$ cat src/rtl/insn_ctl_pkg.sv
package insn_ctl_pkg;
  localparam int OPC_W     = 6;
  localparam int FN_W      = 6;
  localparam int FN_SEL_W  = 4;
  localparam int ALU_SEL_W = 3;

  localparam logic [OPC_W-1:0] OPC_RTYPE = 6'd0;
  localparam logic [OPC_W-1:0] OPC_BEQ   = 6'd4;
  localparam logic [OPC_W-1:0] OPC_LOAD  = 6'd35;
  localparam logic [OPC_W-1:0] OPC_STORE = 6'd43;

  localparam logic [ALU_SEL_W-1:0] ALU_AND = 3'b000;
  localparam logic [ALU_SEL_W-1:0] ALU_OR  = 3'b001;
  localparam logic [ALU_SEL_W-1:0] ALU_ADD = 3'b010;
  localparam logic [ALU_SEL_W-1:0] ALU_SUB = 3'b110;
  localparam logic [ALU_SEL_W-1:0] ALU_SLT = 3'b111;

  localparam logic [FN_SEL_W-1:0] FN_ADD = 4'b0000;
  localparam logic [FN_SEL_W-1:0] FN_SUB = 4'b0010;
  localparam logic [FN_SEL_W-1:0] FN_AND = 4'b0100;
  localparam logic [FN_SEL_W-1:0] FN_OR  = 4'b0101;
  localparam logic [FN_SEL_W-1:0] FN_SLT = 4'b1010;

  // ALU class handed from the main decoder to the ALU-control stage
  typedef enum logic [1:0] {
    ACLS_ADD  = 2'b00,
    ACLS_SUB  = 2'b01,
    ACLS_FUNC = 2'b10
  } alu_cls_e;

  typedef struct packed {
    logic     reg_dst;
    logic     alu_src;
    logic     mem_to_reg;
    logic     reg_wr;
    logic     mem_rd;
    logic     mem_wr;
    logic     branch;
    alu_cls_e cls;
  } ctl_t;
endpackage

$ cat src/rtl/insn_ctl_main_dec.sv
module insn_ctl_main_dec
  import insn_ctl_pkg::*;
(
  input  logic [OPC_W-1:0] opcode_i,
  output ctl_t             ctl_o
);
  always_comb begin
    // safe default: nothing written, nothing read, add class
    ctl_o = '{reg_dst: 1'b0, alu_src: 1'b0, mem_to_reg: 1'b0, reg_wr: 1'b0,
              mem_rd: 1'b0, mem_wr: 1'b0, branch: 1'b0, cls: ACLS_ADD};
    case (opcode_i)
      OPC_RTYPE: begin
        ctl_o.reg_dst = 1'b1;
        ctl_o.reg_wr  = 1'b1;
        ctl_o.cls     = ACLS_FUNC;
      end
      OPC_LOAD: begin
        ctl_o.alu_src    = 1'b1;
        ctl_o.mem_to_reg = 1'b1;
        ctl_o.reg_wr     = 1'b1;
        ctl_o.mem_rd     = 1'b1;
      end
      OPC_STORE: begin
        ctl_o.alu_src = 1'b1;
        ctl_o.mem_wr  = 1'b1;
      end
      OPC_BEQ: begin
        ctl_o.branch = 1'b1;
        ctl_o.cls    = ACLS_SUB;
      end
      default: ;
    endcase
  end
endmodule

$ cat src/rtl/insn_ctl_alu_dec.sv
module insn_ctl_alu_dec
  import insn_ctl_pkg::*;
(
  input  alu_cls_e             cls_i,
  input  logic [FN_W-1:0]      funct_i,
  output logic [ALU_SEL_W-1:0] alu_op_o,
  output logic                 bad_o
);
  logic [FN_SEL_W-1:0] fn_sel;
  assign fn_sel = funct_i[FN_SEL_W-1:0];

  always_comb begin
    alu_op_o = ALU_ADD;
    bad_o    = 1'b0;
    if (cls_i[1]) begin
      case (fn_sel)
        FN_ADD:  alu_op_o = ALU_ADD;
        FN_SUB:  alu_op_o = ALU_SUB;
        FN_AND:  alu_op_o = ALU_AND;
        FN_OR:   alu_op_o = ALU_OR;
        FN_SLT:  alu_op_o = ALU_SLT;
        default: begin
          alu_op_o = ALU_ADD;
          bad_o    = 1'b1;
        end
      endcase
    end else if (cls_i[0]) begin
      alu_op_o = ALU_SUB;
    end
  end
endmodule

$ cat src/rtl/insn_ctl_decode.sv
module insn_ctl_decode
  import insn_ctl_pkg::*;
(
  input  logic [5:0] opcode_i,
  input  logic [5:0] funct_i,
  output logic       reg_dst_o,
  output logic       alu_src_o,
  output logic       mem_to_reg_o,
  output logic       reg_wr_o,
  output logic       mem_rd_o,
  output logic       mem_wr_o,
  output logic       branch_o,
  output logic [2:0] alu_op_o,
  output logic       funct_bad_o
);
  ctl_t ctl;

  insn_ctl_main_dec u_main (
    .opcode_i (opcode_i),
    .ctl_o    (ctl)
  );

  insn_ctl_alu_dec u_alu (
    .cls_i    (ctl.cls),
    .funct_i  (funct_i),
    .alu_op_o (alu_op_o),
    .bad_o    (funct_bad_o)
  );

  assign reg_dst_o    = ctl.reg_dst;
  assign alu_src_o    = ctl.alu_src;
  assign mem_to_reg_o = ctl.mem_to_reg;
  assign reg_wr_o     = ctl.reg_wr;
  assign mem_rd_o     = ctl.mem_rd;
  assign mem_wr_o     = ctl.mem_wr;
  assign branch_o     = ctl.branch;
endmodule

$ cat config.mk
export PLATFORM = sky130hd
export DESIGN_NAME = insn_ctl_decode
export DESIGN_NICKNAME = d
export VERILOG_FILES = /design/src/rtl/insn_ctl_pkg.sv /design/src/rtl/insn_ctl_main_dec.sv /design/src/rtl/insn_ctl_alu_dec.sv /design/src/rtl/insn_ctl_decode.sv
export SDC_FILE = /design/constraint.sdc
export NUM_CORES = 1
export LEC_CHECK = 0
export ABC_AREA = 1
export CORE_AREA = 2 2 39 41
export DETAILED_ROUTE_END_ITERATION = 10
export DIE_AREA = 0 0 41 43
export PLACE_DENSITY_LB_ADDON = 0.1
export SYNTH_ARGS = -nofsm -noshare
export SYNTH_HDL_FRONTEND = slang
export SYNTH_SLANG_ARGS = --single-unit
$ cat constraint.sdc
create_clock -name vclk -period 0.8
set_input_delay 0.08 -clock vclk [all_inputs]
set_output_delay 0.08 -clock vclk [all_outputs]
set_load 0.03 [all_outputs]
Word-level counts from Yosys, hierarchy flattened

Cells that the tools add are included.

Muxes and demuxes: 12
Reductions and logical operators: 5
Equal/unequal tests: 7

Operators with widths:

| cell                                                                   | count |
|---|---|
| 6-bit equality test (second input constant)                            | 2 |
| 3-bit one-hot mux with 4 select lines                                  | 1 |
| 4-bit by 3-bit equality test with 1-bit output (second input constant) | 2 |
| 1-bit two-way mux                                                      | 8 |
| 6-bit by 3-bit equality test with 1-bit output (second input constant) | 1 |
| 6-bit zero test                                                        | 1 |
| 3-bit two-way mux                                                      | 2 |
| 5-bit OR reduction                                                     | 1 |
| 4-bit by 2-bit equality test with 1-bit output (second input constant) | 1 |
| 4-bit equality test (second input constant)                            | 1 |
| 4-bit zero test                                                        | 1 |
| 2-bit one-hot mux with 2 select lines                                  | 1 |
| 2-bit OR reduction                                                     | 2 |

Output and inout bits: 11
Bits in registers: 0
Word-level logic and storage cells: 24

Logic depth before layout (Yosys ltp)

Depth in word-level cells: 4
Depth in mapped cells: 5

Cells and area by module

Synthesis repeated with hierarchy kept, for this count alone.

Cell total of the unflattened synthesis: 47
Area total of the unflattened synthesis: 205.2 um2

By module, submodules not included:

| module            | cells an instance | area each (um2) | instances |
|---|---|---|---|
| insn_ctl_alu_dec  | 24                | 106.4           | 1 |
| insn_ctl_main_dec | 23                | 98.8            | 1 |

Worst setup path after synthesis

No wires, ideal clock.

Kind: input-to-output
Start point: input opcode_i[3]
End point: output mem_to_reg_o
Path buffers: 1
Path slack: -0.303 ns
Arrival: 1.023 ns
Stages on the path: 4
Path through: nor2_2 -> nand3_1 -> nor2_1 -> buf_4

Longest elaborated chain between the ends: 2

Ends and longest elaborated chain:

| what                | RTL line             | text |
|---|---|---|
| start, declared     | insn_ctl_decode.sv:4 | `input logic [5:0] opcode_i,` |
| 6-bit equality test | n/a                  |  |
| 1-bit two-way mux   | n/a                  |  |
| end, declared       | insn_ctl_decode.sv:8 | `output logic mem_to_reg_o,` |

No other way between the ends.

Worst setup path after layout

Start point: input opcode_i[5]
End point: output funct_bad_o

Longest elaborated chain between the ends: 3

Ends and longest elaborated chain:

| what                                                                              | RTL line                | text |
|---|---|---|
| 6-bit by 3-bit equality test with 1-bit output or 6-bit zero test (tied branches) | insn_ctl_main_dec.sv:11 | `case (opcode_i)` |
| 2-bit one-hot mux with 2 select lines *                                           | insn_ctl_main_dec.sv:11 |  |
| 1-bit two-way mux *                                                               | insn_ctl_alu_dec.sv:15  | `if (cls_i[1]) begin` |
| end, declared                                                                     | insn_ctl_decode.sv:14   | `output logic funct_bad_o` |

Mark *: on every way between the ends. The rest lies on a longest branch, timed or not.

==> key figures <==
Finish
  • Commonest non-fill, non-tap cell in the layout: buf_6
  • Layout cells sized above 1: between 80% and 90%
  • Reg area: 0 µm²
  • Most frequent cells in the layout: 19 x buf_6, 10 x buf_4, 8 x nor2_4
  • N_diodes: 0
  • Layout clock buffer count: 0
  • Final Util: between 40% and 50%
  • Layout sequential cell count: 0
  • Synth-to-Final Area Change: 242%
  • # fillers: 148
  • Final nets: 84
  • Non-filler cells, final: 86

Setup path
  • Crit path buf inv count: 3
  • Worst Path Required: 0.72 ns
  • Crit path DAT: 0.83 ns
  • Worst-path fanout max: 2
  • Worst path cell trace: buf_2 > nor2_4 > nand2_2 > nor2_4 > buf_6 > nand2_4 > nor2_4 > buf_6
  • Delay-heaviest family, CP: simple AND/OR/NAND/NOR gates
  • Crit path top cell by count: nor2_4
  • Critical setup path kind: input pin to output port
  • Startpoint Class: input pin
  • Slowest stage delay, CP: roughly 0.13 ns
  • Crit-path slowest cell: buf_6
  • Crit end category: output port

Power and ir drop
  • Combinational share of power: 100.0%
  • Switch Pwr: 0.108 mW
  • Pwr dens: 357 mW/mm²
  • Maximum VDD drop: about 140 µV
  • Tot Pwr: 0.223 mW
  • Reg power frac: 0%
  • LEAKAGE: 0.285 nW
  • Clock power share: 0%
  • Int Pwr: 0.115 mW
  • Switching part of the total: 48.5%

GRT
  • Antenna violations before repair: 0
  • Vias in the first global route: about 350
  • Pin count of the biggest net entering global routing: 5
  • First-pass GRT wire length: 1.25 mm
  • GRT overflow: 0
  • Total track usage: 9.49%

Routing
  • DRT Wirelength: 815 µm
  • Via count: 355
  • DRT Pass-1 Iters: 1
  • Antenna-violating nets left: 0
  • Initial DRC Count: 0
  • Residual DRC count: 0
  • Vias/cell: 4.13
  • DR WL/cell: 9.48 µm

STA
  • Final Hold Viols: 0
  • Slew @ Worst Pin: 0.218 ns
  • Min cycle time layout: 0.911 ns
  • RSZ-0062 raised after global routing: yes
  • Max_slew headroom: 85.4%
  • Final setup violation count: 11
  • PnR worst setup slack: -0.111 ns
  • Max Fclk: 1.10 GHz
  • Hold slack: between 0.4 and 0.5 ns
  • Final Max Tran Viols: 0
  • Final worst-path cycle share: 114%
  • Final setup TNS: -0.635 ns

Clock network
  • # hold bufs at CTS: 0

Place
  • Placed insts: 82
  • Port-buffer cells: 21
  • Routability cong.: 0.607
  • Dpl hpwl: 578 µm

Floorplan
  • Die Width: 41 µm
  • Boundary Pins: 23
  • Core area: 0.00138 mm²
  • Die area: 0.00176 mm²
  • # rows: 14
  • Initial Util: 13.2%
  • DIE HEIGHT: approximately 43 µm

Yosys
  • Library cells used by synthesis: 15
  • Ys Warns: 0
  • Avg Inst Size Synth: 4.94 µm²
  • Synthesized Nets: 49
  • Register area share after synthesis: 0%
  • Mapped Area: 183 µm²
  • Synth Instances: 37

Min path
  • Min-Delay Path Class: input pin to output port

Run status
  • Failing checks: setup timing
  • Status: finished with violations

Flow run
  • Total of max-cap violations: 0
## cells in the mapped netlist
cell / instances / area, µm²
o21ai_1: 2 / 10.0
nand3b_1: 1 / 7.51
nor2_2: 2 / 12.5
nand3_1: 3 / 15.0
a21oi_1: 1 / 5.00
nor2_4: 2 / 22.5
o21ai_0: 1 / 5.00
inv_2: 1 / 3.75
buf_4: 1 / 7.51
nand2_1: 6 / 22.5
nor3_1: 2 / 10.0
inv_1: 6 / 22.5
nand4_1: 1 / 6.26
nor2_1: 7 / 26.3
nand2_2: 1 / 6.26
## power groups by stage
stage                     sequential (mW)  combinational, mW  clock (mW)
final                                   0              0.223           0
after global routing                    0              0.241           0
after CTS                               0              0.204           0
after detailed placement                0              0.170           0
after global placement                  0              0.171           0
after floorplan                         0             0.0617           0
## area by class of cell
cell class         count  area (µm²)  area share, %
inverters              7        28.8           4.60
multi-input cells     29         253           40.4
well taps             16        20.0           3.20
repair buffers        34         324           51.8
## kinds of logic (layout without fill, tap and decap cells)
family	after synthesis	after routing	synth area share, %
AND/OR/NAND/NOR	25	25	70.6
buffers and inverters	8	41	18.5
AO/OA/AOI/OAI	4	4	11.0
## metrics by stage
step / area (µm²) / setup slack [ns]
2_1_floorplan: 215 / -0.138
3_3_place_gp: 480 / -0.808
3_5_place_dp: 480 / -0.803
4_1_cts: 581 / -0.112
5_1_grt: 626 / -0.175
6_report: 626 / -0.111
## layer usage
| metal | wire, µm | GRT usage, % |
|---|---|---|
| met5 | 0 | 0 |
| met1 | 283 | 10.4 |
| met3 | 52 | 0 |
| met4 | 0 | 0 |
| met2 | 479 | 19.4 |
## repair_timing
item,4_1_cts,5_1_grt
cloned,0,0
setup endpoints to repair,11,11
hold endpoints to repair,0,0
pin swaps,13,3
gates resized for setup,76,14
setup buffers,3,1
## worst paths after layout
kind,start,endpoint,slack (ns),depth (start not counted)
hold / removal,funct_i[1],alu_op_o[1],0.46,4
setup / recovery,opcode_i[5],funct_bad_o,-0.11,8
(Power assumes the default switching activity.)
